<file path="config.mk">
export PLATFORM = sky130hd
export DESIGN_NAME = mem_access_requester
export DESIGN_NICKNAME = d
export VERILOG_FILES = /design/src/rtl/mar_pkg.sv /design/src/rtl/mar_fsm.sv /design/src/rtl/mar_cmd_hold.sv /design/src/rtl/mar_load_capture.sv /design/src/rtl/mem_access_requester.sv
export SDC_FILE = /design/constraint.sdc
export NUM_CORES = 1
export LEC_CHECK = 0
export CAP_MARGIN = 5
export CORE_MARGIN = 2
export CORE_UTILIZATION = 39
export DETAILED_ROUTE_END_ITERATION = 10
export PLACE_DENSITY_LB_ADDON = 0.1
export SLEW_MARGIN = 20
export SYNTH_ARGS = -nofsm -noshare
export SYNTH_HDL_FRONTEND = slang
export SYNTH_SLANG_ARGS = --single-unit
</file>
<file path="constraint.sdc">
create_clock -name clk -period 1.89 [get_ports clk]
set_input_delay 0.378 -clock clk [delete_from_list [all_inputs] [get_ports clk]]
set_output_delay 0.378 -clock clk [all_outputs]
set_load 0.1 [all_outputs]
</file>
<file path="src/rtl/mar_pkg.sv">
package mar_pkg;
    typedef enum logic [1:0] {
        ST_IDLE     = 2'd0,
        ST_REQUEST  = 2'd1,
        ST_TRANSFER = 2'd2
    } mar_state_e;
endpackage

</file>
<file path="src/rtl/mar_fsm.sv">
module mar_fsm
    import mar_pkg::*;
(
    input  logic clk,
    input  logic rst_n,
    input  logic cmd_valid,
    input  logic mem_acq,
    input  logic mem_done,
    output logic cmd_ready,
    output logic req_out,
    output logic xact_active,
    output logic accept,
    output logic finish
);
    mar_state_e state_q;
    mar_state_e state_d;

    // state register
    always_ff @(posedge clk or negedge rst_n) begin
        if (!rst_n) state_q <= ST_IDLE;
        else        state_q <= state_d;
    end

    // transitions: ACCEPT, GRANT_WAIT, GRANT, FAST_FINISH, DONE_WAIT, FINISH
    always_comb begin
        state_d = state_q;
        unique case (state_q)
            ST_IDLE:     if (cmd_valid) state_d = ST_REQUEST;
            ST_REQUEST: begin
                if (mem_acq && mem_done) state_d = ST_IDLE;
                else if (mem_acq)        state_d = ST_TRANSFER;
            end
            ST_TRANSFER: if (mem_done) state_d = ST_IDLE;
            default:     state_d = ST_IDLE;
        endcase
    end

    // outputs
    always_comb begin
        cmd_ready   = 1'b0;
        req_out     = 1'b0;
        xact_active = 1'b0;
        accept      = 1'b0;
        finish      = 1'b0;
        unique case (state_q)
            ST_IDLE: begin
                cmd_ready = 1'b1;
                accept    = cmd_valid;
            end
            ST_REQUEST: begin
                req_out     = 1'b1;
                xact_active = 1'b1;
                finish      = mem_acq && mem_done;
            end
            ST_TRANSFER: begin
                xact_active = 1'b1;
                finish      = mem_done;
            end
            default: ;
        endcase
    end
endmodule

</file>
<file path="src/rtl/mar_cmd_hold.sv">
module mar_cmd_hold #(
    parameter int ADDR_W = 4,
    parameter int DATA_W = 8
) (
    input  logic              clk,
    input  logic              rst_n,
    input  logic              load_en,
    input  logic              in_write,
    input  logic [ADDR_W-1:0] in_addr,
    input  logic [DATA_W-1:0] in_wdata,
    output logic              out_write,
    output logic [ADDR_W-1:0] out_addr,
    output logic [DATA_W-1:0] out_wdata
);
    always_ff @(posedge clk or negedge rst_n) begin
        if (!rst_n) begin
            out_write <= 1'b0;
            out_addr  <= '0;
            out_wdata <= '0;
        end else if (load_en) begin
            out_write <= in_write;
            out_addr  <= in_addr;
            out_wdata <= in_wdata;
        end
    end
endmodule

</file>
<file path="src/rtl/mar_load_capture.sv">
module mar_load_capture #(
    parameter int DATA_W = 8
) (
    input  logic              clk,
    input  logic              rst_n,
    input  logic              capture,
    input  logic [DATA_W-1:0] bus_data,
    output logic              rsp_valid,
    output logic [DATA_W-1:0] rsp_rdata
);
    always_ff @(posedge clk or negedge rst_n) begin
        if (!rst_n) begin
            rsp_valid <= 1'b0;
            rsp_rdata <= '0;
        end else begin
            rsp_valid <= capture;
            if (capture) rsp_rdata <= bus_data;
        end
    end
endmodule

</file>
<file path="src/rtl/mem_access_requester.sv">
module mem_access_requester #(
    parameter int DATA_W    = 8,
    parameter int MEM_DEPTH = 10,
    parameter int ADDR_W    = (MEM_DEPTH > 1) ? $clog2(MEM_DEPTH) : 1
) (
    input  logic              clk,
    input  logic              rst_n,
    input  logic              cmd_valid,
    output logic              cmd_ready,
    input  logic              cmd_write,
    input  logic [ADDR_W-1:0] cmd_addr,
    input  logic [DATA_W-1:0] cmd_wdata,
    output logic              rsp_valid,
    output logic [DATA_W-1:0] rsp_rdata,
    output logic              mem_req,
    input  logic              mem_acq,
    output logic [ADDR_W-1:0] mem_addr,
    output logic              mem_rd,
    output logic              mem_wr,
    output logic [DATA_W-1:0] mem_wdata,
    input  logic [DATA_W-1:0] mem_rdata,
    input  logic              mem_done
);
    logic xact_active;
    logic accept;
    logic finish;
    logic hold_write;

    mar_fsm u_fsm (
        .clk         (clk),
        .rst_n       (rst_n),
        .cmd_valid   (cmd_valid),
        .mem_acq     (mem_acq),
        .mem_done    (mem_done),
        .cmd_ready   (cmd_ready),
        .req_out     (mem_req),
        .xact_active (xact_active),
        .accept      (accept),
        .finish      (finish)
    );

    mar_cmd_hold #(.ADDR_W(ADDR_W), .DATA_W(DATA_W)) u_hold (
        .clk       (clk),
        .rst_n     (rst_n),
        .load_en   (accept),
        .in_write  (cmd_write),
        .in_addr   (cmd_addr),
        .in_wdata  (cmd_wdata),
        .out_write (hold_write),
        .out_addr  (mem_addr),
        .out_wdata (mem_wdata)
    );

    // exactly one strobe per transaction
    assign mem_rd = xact_active && !hold_write;
    assign mem_wr = xact_active &&  hold_write;

    mar_load_capture #(.DATA_W(DATA_W)) u_capture (
        .clk       (clk),
        .rst_n     (rst_n),
        .capture   (finish && !hold_write),
        .bus_data  (mem_rdata),
        .rsp_valid (rsp_valid),
        .rsp_rdata (rsp_rdata)
    );
endmodule

</file>
* After elaboration in Yosys (flattened, before gate mapping)
Cells that the tools add are included.
** Word-level totals
- Memories kept :: 0
- Input port bits :: 26
- Register bits :: 24
- Bits in writable memories :: 0
- Bits in latches :: 0
- Output and inout bits :: 25
- Bits in read-only memories :: 0
- Logic and storage cells :: 29
** Cells by class
- Equality and inequality tests :: 5
- Add/sub/neg operators :: 0
- Shifts and indexed selects :: 0
- Mux-type cells :: 10
- Divide/modulo/power cells :: 0
- Multiply operators :: 0
- Magnitude comparators :: 0
- Bitwise gates (word level) :: 0
- Reduce and logical (&&, ||, !) cells :: 8
** Operator list (number)
- $mux 2 :: 4
- $pmux 2 s3 :: 1
- $logic_and 1x1->1 :: 4
- $mux 1 :: 4
- $ne 2x2->1 const B :: 2
- $ne 3x2->1 const B :: 1
- $reduce_and 3->1 :: 1
- $eq 2x1->1 const B :: 1
- $eq 2x2->1 const B :: 1
- $logic_not 2->1 :: 1
- $pmux 1 s2 :: 1
- $reduce_or 2->1 :: 1
- $logic_not 1->1 :: 1

* Longest topological paths before layout
- Depth in word-level cells :: 4
- Gate-level depth with buffers :: 6
- Mapped depth without buffers :: 5

* Modules after synthesis
A second synthesis with hierarchy kept.
** Second synthesis, totals
- Cells, all modules :: 67
- Area, all modules :: 1073.5 µm²
** By module, submodules not included
- mar_cmd_hold :: instances 1, cells an instance 27, area an instance 520.5 µm²
- mar_load_capture :: instances 1, cells an instance 18, area an instance 356.6 µm²
- mar_fsm :: instances 1, cells an instance 19, area an instance 177.7 µm²
- mem_access_requester :: instances 1, cells an instance 3, area an instance 18.8 µm²

* Worst setup path after synthesis
No wires, ideal clock.
- Kind :: register to register
- From :: register u_fsm.state_q[0]
- To :: register u_capture.rsp_rdata[0]
- Buffers on the path :: 1
- Arrival :: 2.261 ns
- Path slack :: -0.497 ns
- Period minus slack after synthesis :: 2.387 ns
- Data required time :: 1.764 ns
- Cell stages (with the launch flop) :: 7
- Path through :: dfrtp_1 > inv_1 > ha_1 > nor2b_2 > and3b_1 > buf_6 > mux2_4
** On the way
- Cells in the longest elaborated chain, start to end :: 3
** Ends and longest elaborated chain
- from (decl) :: RTL line mar_fsm.sv:15 : mar_state_e state_q;
- from (signal assigned) :: RTL line mar_fsm.sv:21 : else state_q <= state_d;
- $eq 2x2->1 or $eq 2x1->1 (tied branches) :: RTL line mar_fsm.sv:45 : unique case (state_q)
- $pmux 1 s2 (*) :: RTL line mar_fsm.sv:45
- $logic_and 1x1->1 (*) :: RTL line mem_access_requester.sv:61 : .capture (finish && !hold_write),
- via u_capture.capture :: RTL line mar_load_capture.sv:6 : input logic capture,
- to (signal assigned) :: RTL line mar_load_capture.sv:17 : if (capture) rsp_rdata <= bus_data;
- to (decl) :: RTL line mar_load_capture.sv:9 : output logic [DATA_W-1:0] rsp_rdata
The timed path passes the listed nets; every way through them passes the cells marked *.
A chain may end at the register's enable or synchronous reset.

* Worst setup path in the final report
- From :: register u_fsm.state_q[0]
- To :: output mem_wr
** On the way
- Cells in the longest elaborated chain, start to end :: 4
** Ends and longest elaborated chain
- $eq 2x1->1 or $eq 2x2->1 (tied branches) :: RTL line mar_fsm.sv:45
- $reduce_or 2->1 (no source line) (*)
- $mux 1 (*) :: RTL line mar_fsm.sv:45
- $logic_and 1x1->1 (*) :: RTL line mem_access_requester.sv:56 : assign mem_wr = xact_active && hold_write;
- to (decl) :: RTL line mem_access_requester.sv:19 : output logic mem_wr,
Every way passes the cells marked *; elsewhere a longest branch is shown, timed or not.

==> summary.txt <==
Worst setup path
  – CP Capture Type: output port
  – Largest driver fanout on the critical path: 3
  – WP data arrival: 1.39 ns
  – WP data required: 1.51 ns
  – Critical path type: flip-flop to output port
  – Startpoint Class: flip-flop

Clocking
  – Clk_lat worst skew: 0.30 ns
  – Clock sinks: 24
  – CTS root buf: clkbuf_4
  – CTS tree: yes
  – Post-CTS setup buffer count: 0
  – # hold bufs at CTS: 0
  – H-tree depth: 1
  – Post-CTS resize count: 0
  – Clk pin slew, worst setup/hold paths: 0.12 ns
  – Clock Tree Buf Depth: 2
  – Number of CTS-inserted buffers: 3

Yosys
  – Largest cells by area after synthesis: dfrtp_1 (59%), mux2_2 (14%), mux2_4 (12%), ha_1 (3.7%), nor2b_1 (1.2%)
  – Register bit count reported by yosys: 24
  – Syn Inst Count: 65
  – Total of warnings raised by yosys: 0
  – Yosys top cell area share: 58.7%
  – Syn avg cell area: 15.7 sq um
  – Unique masters post-synth: 19
  – Post-synth top area cell: dfrtp_1
  – Synth Cell Area: 1020 sq um
  – Seq/Total Area, Yosys: 58.7%
  – Mapped Nets: 94

Floorplanning
  – Die height: 55.2 microns
  – Die W: 55.2 microns
  – Initial Utilization: 41.3%
  – IO Pins: 51
  – DIE AREA: 3050 sq um
  – Floorplan row count: 18
  – Core Region: 2480 sq um

GRT
  – First-pass GRT wire length: 3280 microns
  – GRT Total Usage: 13.3%
  – Pin count of the biggest net entering global routing: 25
  – Number of antenna violations at the first check in global routing: 0
  – Number of global-route vias before repair: 723
  – GR Overflow Total: 0

STA
  – Final period utilization: 93.7%
  – Final Hold Viols: 0
  – Worst slew pin tran: 0.300 ns
  – Tmin final: 1.77 ns
  – Fmax: 565 MHz
  – RSZ-0062 raised after global routing: false
  – Worst rel slew slack: 80.0%
  – Final setup viols: 0
  – Setup TNS: 0 ns
  – Max Slew Vio Count: 0
  – Post-Route Skew: 0.00560 ns
  – Final worst setup slack: 0.119 ns

Detailed routing
  – Antenna-violating nets left: 0
  – Remaining DRCs: 0
  – Starting DRT DRC Count: 0
  – Drt wl/cell: 12.3 microns
  – DR pass1 iterations: 1
  – Vias post-DR: 702
  – Drt total wl: 1840 microns
  – Vias per inst: 4.71

Finish
  – Area Growth Syn to Fin: 57.3%
  – Most common cell after layout, fill and taps aside: clkdlybuf4s50_1
  – Post-Layout Inst Area: 1610 sq um
  – Fillcell total: 206
  – ANT cells: 0
  – Layout cell share with drive strength beyond 1: 48.7%
  – Layout Nets: 150
  – Multi-input gate area: 419 sq um
  – Most frequent cells in the layout: clkdlybuf4s50_1 (25), dfrtp_1 (24), buf_4 (23)
  – FF+latch area: 601 sq um

Min path
  – Hold Crit Class: primary input to async pin

Flow run
  – Max-Cap Viols: 0

Placed design
  – Hpwl dp: 1440 microns
  – IO Port Bufs: 50
  – Gpl congestion: 0.719
  – Dpl ws: 0.106 ns
  – Post-DP Area: 1590 sq um

Status
  – Status: complete, no violations
[flip-flops by register name, indices dropped and copies added (netlist names)]
signal / cells
u_capture.rsp_rdata: 8
u_hold.out_wdata: 8
u_hold.out_addr: 4
u_fsm.state_q: 2
u_capture.rsp_valid: 1
u_hold.out_write: 1
[cells in the mapped netlist]
master     count
and2b_2        1
a21oi_1        1
buf_2          1
nand4bb_1      1
mux2_2        13
o21ai_0        1
mux2_4         8
dfrtp_1       24
inv_1          2
ha_1           3
and2_1         1
nor2b_2        1
o32a_1         1
and3b_1        1
o31ai_1        1
nor3b_1        1
buf_6          1
nor2b_1        2
nand2_1        1
[area by class of cell]
cell class	count	share of cell area (%)
Timing Repair Buffer	53	32.5
Multi-Input combinational cell	37	26.0
Sequential cell	24	37.3
Inverter	2	0.466
Clock buffer	3	1.40
Tap cell	30	2.33
[worst max-delay path, cell delays in order (launching register included)]
cell     delay (ns)
dfrtp_1        0.41
inv_2          0.07
ha_4           0.26
and2_1         0.17
buf_12         0.18
[routing by layer]
metal	part of all wire [%]	up-vias	global-route usage (%)
met3	6.9	2	2.81
met4	0.54	0	4.18
li1	-	336	-
met2	49	25	21.6
met1	43	339	17.8
met5	0	-	0
[per-stage QoR]
step                cells  util, %  hold slack (ns)
global route          149     65.0            0.444
detailed placement    146     64.1            0.493
finish                149     65.0            0.427
CTS                   149     65.0            0.434
global placement      146     64.1            0.488
floorplan              65        -           0.0824
[worst paths after layout]
| path | startpoint | endpoint | slack (ns) | cells past startpoint |
|---|---|---|---|---|
| worst min register to register | u_hold.out_addr[1] | u_hold.out_addr[1] | 0.52 | 1 |
| worst min-delay path | rst_n | u_hold.out_wdata[2] | 0.43 | 2 |
| max in group asynchronous | rst_n | u_fsm.state_q[1] | 1.23 | 2 |
| worst max-delay path | u_fsm.state_q[0] | mem_wr | 0.12 | 4 |
| min in group clk | u_hold.out_addr[1] | u_hold.out_addr[1] | 0.52 | 1 |
| worst max register to register | u_fsm.state_q[0] | u_capture.rsp_rdata[3] | 0.21 | 6 |
[cells by family (layout without fill, tap and decap cells)]
logic type	count (synthesis)	after routing	synth area share, %
flip-flops	24	24	58.7
multiplexers	21	21	26.0
AND/OR/NAND/NOR	9	9	6.60
AO/OA/AOI/OAI	4	4	2.69
buffers and inverters	4	58	2.32
adder cells (fa/ha/maj)	3	3	3.67
Power is left out: the tool's default activity adds up to more than one toggle a clock period on the data nets, which glitch-free logic cannot reach.
